`src/rtl/psw_stack_pkg.sv`:
```
package psw_stack_pkg;
  typedef enum logic [2:0] {
    ST_IDLE,
    ST_PUSH_HI,
    ST_POP_LO,
    ST_POP_HI,
    ST_POP_FIN
  } seq_state_t;
endpackage

```
`src/rtl/irq_gate.sv`:
```
module irq_gate (
  input  logic clk,
  input  logic rst,
  input  logic boundary_i,
  input  logic idle_i,
  input  logic ext_req_i,
  input  logic ext_en_i,
  input  logic tmr_ovf_i,
  input  logic tmr_en_i,
  input  logic exit_i,
  output logic take_ext_o,
  output logic take_tmr_o,
  output logic active_o,
  output logic ack_o
);
  logic ext_pend_q, tmr_pend_q, act_q, ack_q;
  logic eligible;

  assign eligible   = boundary_i && idle_i && !act_q;
  assign take_ext_o = eligible && ext_pend_q && ext_en_i;
  assign take_tmr_o = eligible && !(ext_pend_q && ext_en_i) && tmr_pend_q && tmr_en_i;
  assign active_o   = act_q;
  assign ack_o      = ack_q;

  always_ff @(posedge clk) begin
    if (rst) begin
      ext_pend_q <= 1'b0;
      tmr_pend_q <= 1'b0;
      act_q      <= 1'b0;
      ack_q      <= 1'b0;
    end else begin
      ack_q <= take_ext_o;
      if (ext_req_i) ext_pend_q <= 1'b1;
      else if (take_ext_o) ext_pend_q <= 1'b0;
      if (tmr_ovf_i) tmr_pend_q <= 1'b1;
      else if (take_tmr_o) tmr_pend_q <= 1'b0;
      if (take_ext_o || take_tmr_o) act_q <= 1'b1;
      else if (exit_i) act_q <= 1'b0;
    end
  end


  ack_fresh_chk: assert property (@(posedge clk) disable iff (rst)
    ack_q |-> (act_q && !$past(act_q)));


  tmr_clear_chk: assert property (@(posedge clk) disable iff (rst)
    take_tmr_o |=> (!tmr_pend_q || $past(tmr_ovf_i)));


  no_nest_chk: assert property (@(posedge clk) disable iff (rst)
    ($past(act_q) && act_q) |-> !ack_q);
endmodule

```
`src/rtl/frame_seq.sv`:
```
module frame_seq
  import psw_stack_pkg::*;
#(
  parameter int PC_W       = 12,
  parameter int DW         = 8,
  parameter int AW         = 8,
  parameter int SP_W       = 3,
  parameter int STACK_BASE = 8,
  parameter int BANK_BASE  = 24,
  parameter int EXT_VEC    = 3,
  parameter int TMR_VEC    = 7
) (
  input  logic            clk,
  input  logic            rst,
  input  logic            take_ext_i,
  input  logic            take_tmr_i,
  input  logic            call_i,
  input  logic            ret_i,
  input  logic            reti_i,
  input  logic            psw_we_i,
  input  logic [DW-1:0]   psw_d_i,
  input  logic [PC_W-1:0] pc_i,
  input  logic [PC_W-1:0] call_tgt_i,
  input  logic [DW-1:0]   ram_rdata_i,
  output logic            ram_we_o,
  output logic [AW-1:0]   ram_addr_o,
  output logic [DW-1:0]   ram_wdata_o,
  output logic [DW-1:0]   psw_o,
  output logic [AW-1:0]   bank_base_o,
  output logic            pc_load_o,
  output logic [PC_W-1:0] pc_o,
  output logic            idle_o,
  output logic            busy_o,
  output logic            exit_o
);
  localparam int PCH_W  = PC_W - DW;
  localparam int FLG_W  = DW - PCH_W;
  localparam int BS_BIT = SP_W + 1;

  seq_state_t      st_q;
  logic [DW-1:0]   hi_q, lo_q, psw_nxt;
  logic [PC_W-1:0] tgt_q;
  logic            reti_q;
  logic [SP_W-1:0] sp, sp_m1;
  logic            push_go, pop_go;

  function automatic logic [AW-1:0] slot_addr(input logic [SP_W-1:0] s);
    return AW'(STACK_BASE) + (AW'(s) << 1);
  endfunction

  assign sp      = psw_o[SP_W-1:0];
  assign sp_m1   = sp - 1'b1;
  assign idle_o  = (st_q == ST_IDLE);
  assign busy_o  = !idle_o;
  assign exit_o  = (st_q == ST_POP_FIN) && reti_q;
  assign push_go = take_ext_i || take_tmr_i || (idle_o && call_i);
  assign pop_go  = idle_o && !push_go && (ret_i || reti_i);

  always_comb begin
    psw_nxt = psw_o;
    case (st_q)
      ST_IDLE:    if (!push_go && !pop_go && psw_we_i) psw_nxt = psw_d_i;
      ST_PUSH_HI: psw_nxt[SP_W-1:0] = sp + 1'b1;
      ST_POP_FIN: begin
        if (reti_q) psw_nxt[DW-1:DW-FLG_W] = ram_rdata_i[DW-1:DW-FLG_W];
        psw_nxt[SP_W]     = 1'b1;
        psw_nxt[SP_W-1:0] = sp_m1;
      end
      default: ;
    endcase
  end

  always_ff @(posedge clk) begin
    if (rst) begin
      st_q        <= ST_IDLE;
      psw_o       <= '0;
      bank_base_o <= '0;
      ram_we_o    <= 1'b0;
      ram_addr_o  <= '0;
      ram_wdata_o <= '0;
      pc_load_o   <= 1'b0;
      pc_o        <= '0;
      hi_q        <= '0;
      lo_q        <= '0;
      tgt_q       <= '0;
      reti_q      <= 1'b0;
    end else begin
      psw_o       <= psw_nxt;
      bank_base_o <= psw_nxt[BS_BIT] ? AW'(BANK_BASE) : '0;
      ram_we_o    <= 1'b0;
      pc_load_o   <= 1'b0;
      case (st_q)
        ST_IDLE: begin
          if (push_go) begin
            ram_we_o    <= 1'b1;
            ram_addr_o  <= slot_addr(sp);
            ram_wdata_o <= pc_i[DW-1:0];
            hi_q        <= {psw_o[DW-1:DW-FLG_W], pc_i[PC_W-1:DW]};
            tgt_q       <= take_ext_i ? PC_W'(EXT_VEC) :
                           take_tmr_i ? PC_W'(TMR_VEC) : call_tgt_i;
            st_q        <= ST_PUSH_HI;
          end else if (pop_go) begin
            ram_addr_o <= slot_addr(sp_m1);
            reti_q     <= reti_i && !ret_i;
            st_q       <= ST_POP_LO;
          end
        end
        ST_PUSH_HI: begin
          ram_we_o    <= 1'b1;
          ram_addr_o  <= ram_addr_o + 1'b1;
          ram_wdata_o <= hi_q;
          pc_o        <= tgt_q;
          pc_load_o   <= 1'b1;
          st_q        <= ST_IDLE;
        end
        ST_POP_LO: begin
          ram_addr_o <= ram_addr_o + 1'b1;
          st_q       <= ST_POP_HI;
        end
        ST_POP_HI: begin
          lo_q <= ram_rdata_i;
          st_q <= ST_POP_FIN;
        end
        ST_POP_FIN: begin
          pc_o      <= {ram_rdata_i[PCH_W-1:0], lo_q};
          pc_load_o <= 1'b1;
          st_q      <= ST_IDLE;
        end
        default: st_q <= ST_IDLE;
      endcase
    end
  end


  push_pair_chk: assert property (@(posedge clk) disable iff (rst)
    (st_q == ST_PUSH_HI) |=> (ram_we_o && ram_addr_o == AW'($past(ram_addr_o) + 1'b1)));


  sp_step_chk: assert property (@(posedge clk) disable iff (rst)
    (st_q == ST_PUSH_HI) |=> (psw_o[SP_W-1:0] == SP_W'($past(psw_o[SP_W-1:0]) + 1'b1)));


  pop_mark_chk: assert property (@(posedge clk) disable iff (rst)
    (st_q == ST_POP_FIN) |=> (psw_o[SP_W] && pc_load_o));


  plain_ret_flags_chk: assert property (@(posedge clk) disable iff (rst)
    (st_q == ST_POP_FIN && !reti_q) |=> (psw_o[DW-1:DW-FLG_W] == $past(psw_o[DW-1:DW-FLG_W])));
endmodule

```
`src/rtl/psw_stack_irq.sv`:
```
module psw_stack_irq #(
  parameter int PC_W       = 12,
  parameter int DW         = 8,
  parameter int AW         = 8,
  parameter int SP_W       = 3,
  parameter int STACK_BASE = 8,
  parameter int BANK_BASE  = 24,
  parameter int EXT_VEC    = 3,
  parameter int TMR_VEC    = 7
) (
  input  logic            clk,
  input  logic            rst,
  input  logic            boundary_i,
  input  logic [PC_W-1:0] pc_i,
  input  logic            call_i,
  input  logic [PC_W-1:0] call_tgt_i,
  input  logic            ret_i,
  input  logic            reti_i,
  input  logic            psw_we_i,
  input  logic [DW-1:0]   psw_d_i,
  input  logic            ext_req_i,
  input  logic            ext_en_i,
  input  logic            tmr_ovf_i,
  input  logic            tmr_en_i,
  input  logic [DW-1:0]   ram_rdata_i,
  output logic            ram_we_o,
  output logic [AW-1:0]   ram_addr_o,
  output logic [DW-1:0]   ram_wdata_o,
  output logic [DW-1:0]   psw_o,
  output logic [AW-1:0]   bank_base_o,
  output logic            pc_load_o,
  output logic [PC_W-1:0] pc_o,
  output logic            ext_ack_o,
  output logic            irq_active_o,
  output logic            busy_o
);
  localparam int BS_BIT = SP_W + 1;

  logic take_ext, take_tmr, seq_idle, seq_exit;

  irq_gate u_gate (
    .clk        (clk),
    .rst        (rst),
    .boundary_i (boundary_i),
    .idle_i     (seq_idle),
    .ext_req_i  (ext_req_i),
    .ext_en_i   (ext_en_i),
    .tmr_ovf_i  (tmr_ovf_i),
    .tmr_en_i   (tmr_en_i),
    .exit_i     (seq_exit),
    .take_ext_o (take_ext),
    .take_tmr_o (take_tmr),
    .active_o   (irq_active_o),
    .ack_o      (ext_ack_o)
  );

  frame_seq #(
    .PC_W(PC_W), .DW(DW), .AW(AW), .SP_W(SP_W), .STACK_BASE(STACK_BASE),
    .BANK_BASE(BANK_BASE), .EXT_VEC(EXT_VEC), .TMR_VEC(TMR_VEC)
  ) u_seq (
    .clk         (clk),
    .rst         (rst),
    .take_ext_i  (take_ext),
    .take_tmr_i  (take_tmr),
    .call_i      (call_i),
    .ret_i       (ret_i),
    .reti_i      (reti_i),
    .psw_we_i    (psw_we_i),
    .psw_d_i     (psw_d_i),
    .pc_i        (pc_i),
    .call_tgt_i  (call_tgt_i),
    .ram_rdata_i (ram_rdata_i),
    .ram_we_o    (ram_we_o),
    .ram_addr_o  (ram_addr_o),
    .ram_wdata_o (ram_wdata_o),
    .psw_o       (psw_o),
    .bank_base_o (bank_base_o),
    .pc_load_o   (pc_load_o),
    .pc_o        (pc_o),
    .idle_o      (seq_idle),
    .busy_o      (busy_o),
    .exit_o      (seq_exit)
  );


  bank_follow_chk: assert property (@(posedge clk) disable iff (rst)
    bank_base_o == (psw_o[BS_BIT] ? AW'(BANK_BASE) : AW'(0)));
endmodule

```
`config.mk`:
```
export PLATFORM = sky130hd
export DESIGN_NAME = psw_stack_irq
export DESIGN_NICKNAME = d
export VERILOG_FILES = /design/src/rtl/psw_stack_pkg.sv /design/src/rtl/irq_gate.sv /design/src/rtl/frame_seq.sv /design/src/rtl/psw_stack_irq.sv
export SDC_FILE = /design/constraint.sdc
export NUM_CORES = 1
export LEC_CHECK = 0
export CAP_MARGIN = 20
export CORE_MARGIN = 2
export CORE_UTILIZATION = 42
export CTS_CLUSTER_SIZE = 28
export DETAILED_ROUTE_END_ITERATION = 16
export PLACE_DENSITY = 0.84
export SLEW_MARGIN = 30
export SYNTH_ARGS = -nofsm -noshare
export SYNTH_HDL_FRONTEND = slang
export SYNTH_SLANG_ARGS = --single-unit
```
`constraint.sdc`:
```
create_clock -name clk -period 1.77 [get_ports clk]
set_clock_uncertainty 0.15 [all_clocks]
set_input_delay 0.354 -clock clk [delete_from_list [all_inputs] [get_ports clk]]
set_output_delay 0.354 -clock clk [all_outputs]
set_load 0.005 [all_outputs]
```
==> results_dict.tcl, run 1 <==
set metrics [dict create \
    status "finished with violations" \
    violations "negative setup slack" \
    wirelength_um 12200 \
    grt_first_pass_wirelength_um 17100 \
    drtIter0Drc 362 \
    cp.arrival_ns 1.92 \
    fin_tns_setup_ns -0.276 \
    combPwrFrac_pct 37.0 \
    switching_power_uw 1790 \
    placed_cell_area_um2 4640 \
    slowest_stage "dfxtp_4" \
    r2r-end "u_seq.pc_o[6]" \
    postSynthCellCount 417 \
    p_sw_share_pct 34.9 \
    fin_ws_ns -0.0613 \
    start_util_pct 43.2 \
    rrSetupSlack_ns -0.06 \
    critPathMaxStageDelay_ns 0.40 \
    drv_cap 0 \
    start_kind "register" \
    dieArea_um2 8690 \
    startpoint "u_seq.st_q[2]" \
    async_flop_share_pct 0 \
    nets 608 \
    num_antenna_cells 0 \
    clkPwrFrac_pct 23.8 \
    grt_pass1_vias 3590 \
    synth-edff-count 0 \
    clkSinkCount 74 \
    gp_congestion 0.861 \
    tightest_slew_ns 0.589 \
    vias 3870 \
    rr_worst_depth 7 \
    antenna_found_initial 0 \
    design_area_um2 5420 \
    chipHeight_um 93.2 \
    timing.hold.ws_ns 0.305 \
    tritoncts "yes" \
    fin_crit_ns 1.83 \
    grt.overflow.total 0 \
    p_per_area_nw_per_um2 947 \
    nFillCells 516 \
    period_share_pct 103 \
    ir_worst_vdd_uv 558 \
    ys_seq_area_share_pct 44.3 \
    yosys_warnings 0 \
    ys_ff_latch 74 \
    cts-root-buf "clkbuf_8" \
    clockBufferDepth 2 \
    wl_per_cell_um 18.4 \
    hold_depth 2 \
    crit_path_frequent_cell "buf_4" \
    fp-row-count 32 \
    criticalPathCategory "reg -> reg" \
    clock.fmax_mhz 546 \
    syn2layout_area_growth_pct 62.1 \
    synthDistinctLibCells 49 \
    setup_viol 12 \
    ant_nets 0 \
    cp_num_buf_inv 4 \
    drive_gt1_share_pct 28.6 \
    hp-class "reg -> reg" \
    grt_max_degree 50 \
    die_width_um 93.2 \
    p_int_uw 3340 \
    drtPass1Iterations 5 \
    synth_area_um2 3340 \
    grt_usage_pct 25.2 \
    drv_slew 0 \
    remaining_drc_errors 0 \
    r2r_start "u_seq.st_q[2]" \
    holdCritStartpoint "u_seq.ram_wdata_o[3]" \
    via_per_inst 5.85 \
    synth_top_flop_cell "dfxtp_1" \
    power_leakage_uw 0.00209 \
    hold_end "u_seq.ram_wdata_o[3]" \
    utilization_pct 70.1 \
    multi_input_area_um2 2010 \
    endpoint_kind "register" \
    power.sequential.fraction_pct 39.2 \
    cts_buffers 9 \
    path_cells "buf_6 -> inv_2 -> buf_4 -> nand3_2 -> buf_4 -> nand2_1 -> a311oi_1" \
    cp_top_family "buffers and inverters" \
    h-tree-depth 3 \
    ios 100 \
    core_area_um2 7730 \
    crit_required_ns 1.86 \
    rsz0062_at_grt "true" \
    dp.final_hpwl_um 7310 \
    syn_area_per_cell_um2 8.01 \
    seq_area_um2 1530 \
    path_max_fanout 20 \
    clkLatencyLatePin_ns 0.37 \
    slew_headroom_pct 60.8 \
    port_buffers 93 \
    cts.clk_slew.worst_paths_ns 0.08 \
    finalHoldViolCount 0 \
]
==> Yosys cell counts (3+ instances only) <==
| cell type | count | area (um2) |
|---|---|---|
| nand2_1 | 92 | 345 |
| dfxtp_1 | 74 | 1480 |
| a21oi_1 | 54 | 270 |
| nor2_1 | 30 | 113 |
| nand3_1 | 19 | 95.1 |
| a311oi_1 | 16 | 140 |
| clkbuf_1 | 15 | 56.3 |
| nor3_1 | 14 | 70.1 |
| buf_2 | 11 | 55.1 |
| a22oi_1 | 9 | 67.6 |
| buf_4 | 8 | 60.1 |
| a31oi_1 | 5 | 31.3 |
| inv_1 | 5 | 18.8 |
| and3_1 | 4 | 25.0 |
| o211ai_1 | 4 | 30.0 |
| o21ai_0 | 4 | 20.0 |
| o21ai_1 | 4 | 20.0 |
| xnor2_1 | 4 | 35.0 |
| a32oi_1 | 3 | 26.3 |
| ha_1 | 3 | 37.5 |
| nor4_1 | 3 | 18.8 |
==> per-layer routing <==
metal	routed length (um)	global-route usage, %	vias up
li1	-	-	1749
met1	4680	29.6	1798
met2	5870	41.0	272
met3	1080	6.85	51
met4	541	15.1	0
met5	0	0	-
==> worst max path at each step <==
stage                          endpoint  slack (ns)  cells after the start
floorplan           u_seq.ram_addr_o[4]      -0.007                      7
global placement         u_seq.psw_o[2]       -0.50                      6
detailed placement  u_seq.ram_addr_o[7]       -0.72                      7
CTS                 u_seq.ram_addr_o[7]     0.00009                      7
global route              u_seq.pc_o[6]       -0.12                      7
finish                    u_seq.pc_o[6]       -0.06                      7
==> logic make-up (layout without fill, tap and decap cells) <==
kind of cell             Yosys count  count (layout)  share of synthesized area [%]
AND/OR/NAND/NOR                  177             177                           24.0
buffers and inverters             41             178                           5.92
adder cells (fa/ha/maj)            4               4                           1.42
other                              1               6                          0.112
AO/OA/AOI/OAI                    112             112                           22.0
multiplexers                       2               2                          0.599
flip-flops                        74              74                           44.3
XOR/XNOR                           6               6                           1.57
==> cell type report <==
type / instances / area share (%)
timing repair buffer: 156 / 28.6
multi-input combinational: 307 / 37.2
clock inverter: 7 / 0.970
inverter: 6 / 0.416
tap: 102 / 2.36
clock buffer: 9 / 2.29
sequential: 74 / 28.2
==> power by group through the flow <==
stage	logic, uW	registers, uW	clock network (uW)
floorplan	715	1990	0
global placement	1390	2010	0
detailed placement	1430	2020	0
CTS	1560	1990	1200
global route	2010	2030	1300
finish	1900	2010	1220
==> per-stage QoR <==
step / power (uW) / setup WS, ns / cells
finish: 5130 / -0.0613 / 661
global route: 5330 / -0.118 / 661
floorplan: 2700 / -0.00664 / 422
CTS: 4760 / 0.0000947 / 651
global placement: 3400 / -0.498 / 628
detailed placement: 3440 / -0.721 / 628
==> cell usage in the layout (no fill, tap or decap), types with 3 or more instances in the layout <==
cell,count
nand2_1,92
clkdlybuf4s50_1,77
dfxtp_1,52
a21oi_1,47
buf_4,45
nor2_1,28
nand3_1,15
dfxtp_2,15
a311oi_1,14
clkbuf_8,9
buf_6,9
dlymetal6s2s_1,9
nor3_1,8
a22oi_2,8
dfxtp_4,7
a21oi_2,6
conb_1,6
buf_12,6
a31oi_1,5
nor3_2,5
dlygate4sd2_1,5
inv_1,4
o211ai_1,4
nand3_2,4
nor3_4,3
o21ai_1,3
o21ai_0,3
ha_1,3
==> sequential cells by signal, indices dropped and copies added (netlist names), named ones only <==
signal / cells
u_seq.tgt_q: 12
u_gate.ack_o: 1
u_seq.reti_q: 1
u_seq.ram_we_o: 1
u_seq.pc_o: 12
u_seq.lo_q: 8
u_seq.ram_addr_o: 8
u_seq.ram_wdata_o: 8
u_gate.tmr_pend_q: 1
u_seq.psw_o: 7
u_gate.active_o: 1
u_seq.st_q: 3
u_seq.pc_load_o: 1
u_gate.ext_pend_q: 1
u_seq.hi_q: 8
==> timing repair <==
item | in CTS | in global routing
setup buffers | 7 | 7
pin swaps | 13 | 43
cloned | 0 | 4
endpoints found under the setup margin | 75 | 59
resized for setup | 57 | 61
hold buffers | 0 | 0
==> worst register-to-register path, cell delays in order (launching register included) <==
cell and delay [ns]:
dfxtp_4 0.40, buf_6 0.23, inv_2 0.09, buf_4 0.16
nand3_2 0.10, buf_4 0.15, nand2_1 0.07, a311oi_1 0.36
Power figures use the tool's default switching activity.
==> run 2, diff against run 1 <==
--- a/config.mk
+++ b/config.mk
@@ -5,6 +5,7 @@
 export SDC_FILE = /design/constraint.sdc
 export NUM_CORES = 1
 export LEC_CHECK = 0
+export ABC_CLOCK_PERIOD_IN_PS = 1770
 export CAP_MARGIN = 20
 export CORE_MARGIN = 2
 export CORE_UTILIZATION = 42
==> results of run 2 <==
Same layout as run 1: the final DEF is identical, and so are final timing and power.
==> run 3, diff against run 2 <==
--- a/config.mk
+++ b/config.mk
@@ -8,10 +8,11 @@
 export ABC_CLOCK_PERIOD_IN_PS = 1770
 export CAP_MARGIN = 20
 export CORE_MARGIN = 2
-export CORE_UTILIZATION = 42
+export CORE_UTILIZATION = 44
+export CTS_BUF_LIST = sky130_fd_sc_hd__clkbuf_4 sky130_fd_sc_hd__clkbuf_8
 export CTS_CLUSTER_SIZE = 28
 export DETAILED_ROUTE_END_ITERATION = 16
-export PLACE_DENSITY = 0.84
+export PLACE_DENSITY = 0.87
 export SLEW_MARGIN = 30
 export SYNTH_ARGS = -nofsm -noshare
 export SYNTH_HDL_FRONTEND = slang
==> run 3 against run 2 <==
  * Largest cell class unchanged
  * The flow still finishes with violations (negative setup slack)
  * Largest power group unchanged
  * Sequential share of layout area up 0.41 points
  * Non-clock buffer count unchanged
  * Count of clock-buffer cells in the layout unchanged
  * Utilization up 2.7 points
  * Register-to-register slack worse by 0.06 ns
  * Die area down 4.4%
  * Critical path depth unchanged
  * Critical path type unchanged
  * Sequential power about the same
  * Hold slack worse by 0.075 ns
  * First-iteration DRC count up 12%
  * Total power up 6.4%
  * Setup slack worse by 0.062 ns
==> results_dict.tcl, run 3 (synthesis results as in run 1) <==
set metrics [dict create \
    status "finished with violations" \
    violations "negative setup slack" \
    use_met3_pct 5.56 \
    slowest_stage "dfxtp_4" \
    ant_nets 0 \
    grt.overflow.total 0 \
    slew_headroom_pct 63.9 \
    finalHoldViolCount 0 \
    setup_viol 7 \
    r2r_start "u_seq.st_q[2]" \
    num_antenna_cells 0 \
    grt_pass1_vias 3639 \
    wirelength_um 12200 \
    drv_cap 0 \
    hold_end "u_seq.ram_addr_o[0]" \
    hp-class "in -> reg" \
    start_kind "register" \
    path_cells "nor3b_4 -> buf_12 -> a32oi_4 -> buf_4 -> a21oi_1 -> o21ai_2 -> and3_1" \
    nets 608 \
    rrSetupSlack_ns -0.12 \
    endpoint_kind "register" \
    drtIter0Drc 407 \
    start_util_pct 45.8 \
    rr_worst_depth 7 \
    combPwrFrac_pct 33.5 \
    clock.fmax_mhz 528 \
    dieArea_um2 8310 \
    dp.final_hpwl_um 7380 \
    hold_depth 2 \
    ir_worst_vdd_uv 558 \
    fin_tns_setup_ns -0.301 \
    clkPwrFrac_pct 29.8 \
    criticalPathCategory "reg -> reg" \
    r2r-end "u_seq.ram_addr_o[4]" \
    clkSinkCount 74 \
    critPathMaxStageDelay_ns 0.38 \
    cts_buffers 9 \
    p_int_uw 3720 \
    p_per_area_nw_per_um2 1030 \
    core_area_um2 7290 \
    pre_cts_ws_ns -0.567 \
    met1_usage_pct 30.1 \
    power_leakage_uw 0.00197 \
    power.sequential.fraction_pct 36.8 \
    die_width_um 91.2 \
    clkLatencyLatePin_ns 0.35 \
    holdCritStartpoint "rst" \
    antenna_found_initial 0 \
    fp-row-count 31 \
    crit_required_ns 1.86 \
    p_sw_share_pct 31.8 \
    place_inst 625 \
    final_cell_mix "nand2_1, clkdlybuf4s50_1, dfxtp_1, a21oi_1, buf_4" \
    gp_congestion 0.926 \
    fin_crit_ns 1.89 \
    grt_first_pass_wirelength_um 17500 \
    cts-root-buf "clkbuf_8" \
    ios 100 \
    path_max_fanout 7 \
    wl_per_cell_um 18.5 \
    timing.hold.ws_ns 0.230 \
    ctsHoldBuffers 0 \
    fin_ws_ns -0.124 \
    via_per_inst 5.93 \
    rsz0062_at_grt "true" \
    final_common_cell "nand2_1" \
    grt_max_degree 52 \
    tritoncts "yes" \
    cp.arrival_ns 1.98 \
    final_cells 657 \
    top_usage_layer "met2" \
    cts.clk_slew.worst_paths_ns 0.09 \
    port_buffers 93 \
    period_share_pct 107 \
    grt.met2_usage_pct 45.7 \
    remaining_drc_errors 0 \
    vias 3898 \
    reg_top3 "u_seq.pc_o x12, u_seq.tgt_q x12" \
    syn2layout_area_growth_pct 58.9 \
    grt_usage_pct 26.4 \
    drv_slew 0 \
    chipHeight_um 91.2 \
    switching_power_uw 1740 \
    h-tree-depth 3 \
    tightest_slew_ns 0.528 \
    drive_gt1_share_pct 24.0 \
    clockBufferDepth 2 \
    drtPass1Iterations 5 \
]
[run 3: changes by cell type in the layout (fill, tap and decap cells not counted), moves of 5 or more]
cell            change
dfxtp_1             +5
buf_4               +5
a21oi_2             -5
dlymetal6s2s_1      -8
a22oi_2             -7
a21oi_1             +5
a22oi_1             +7
[run 3: layout make-up]
class,instances,area (um2)
timing repair buffer,156,1510
tap,99,124
clock inverter,6,115
multi-input combinational,307,1890
sequential,74,1520
clock buffer,9,124
inverter,6,26.3
fill,505,1980
[run 3: routing by layer]
layer	up-vias	routed length, um	part of all wire, %
li1	1746	-	-
met1	1841	4680	38
met2	244	5970	49
met3	67	945	7.8
met4	0	574	4.7
met5	-	0	0
[run 3: worst max path at each step]
stage | from | to | slack [ns] | depth (start not counted)
3_5_place_dp | call_i | u_seq.psw_o[1] | -0.57 | 6
3_3_place_gp | boundary_i | u_seq.ram_we_o | -0.55 | 4
6_report | u_seq.st_q[2] | u_seq.ram_addr_o[4] | -0.12 | 7
4_1_cts | u_gate.ext_pend_q | u_seq.ram_addr_o[1] | 0.003 | 6
5_1_grt | u_seq.st_q[2] | u_seq.ram_addr_o[4] | -0.14 | 7
2_1_floorplan | u_seq.st_q[0] | u_seq.ram_addr_o[4] | -0.007 | 7
[run 3: stage by stage]
stage | cell area [um2] | util (%) | total power (uW)
2_1_floorplan | 3360 | - | 2700
3_3_place_gp | 4660 | 63.9 | 3410
3_5_place_dp | 4660 | 63.9 | 3460
4_1_cts | 5130 | 70.3 | 5190
5_1_grt | 5310 | 72.8 | 5650
6_report | 5310 | 72.8 | 5460
[run 3: repair_timing]
item / in CTS / in global routing
endpoints found under the hold margin: 0 / 0
pin swaps: 14 / 13
cloned: 0 / 0
setup endpoints to repair: 72 / 57
buffers inserted: 11 / 8
gates resized for setup: 51 / 31
[run 3: power by group through the flow]
| stage | clock, uW | combinational, uW | sequential, uW |
|---|---|---|---|
| after CTS | 1610 | 1580 | 2000 |
| after global placement | 0 | 1390 | 2020 |
| final | 1630 | 1830 | 2010 |
| after global routing | 1700 | 1930 | 2020 |
| after floorplan | 0 | 715 | 1990 |
| after detailed placement | 0 | 1430 | 2030 |
[run 3: worst max-delay path, delay by kind of cell (launching register included)]
| kind | cells | cell delay (ns) |
|---|---|---|
| simple gates | 2 | 0.37 |
| compound gates | 3 | 0.53 |
| buf+inv | 2 | 0.34 |
| flops | 1 | 0.38 |
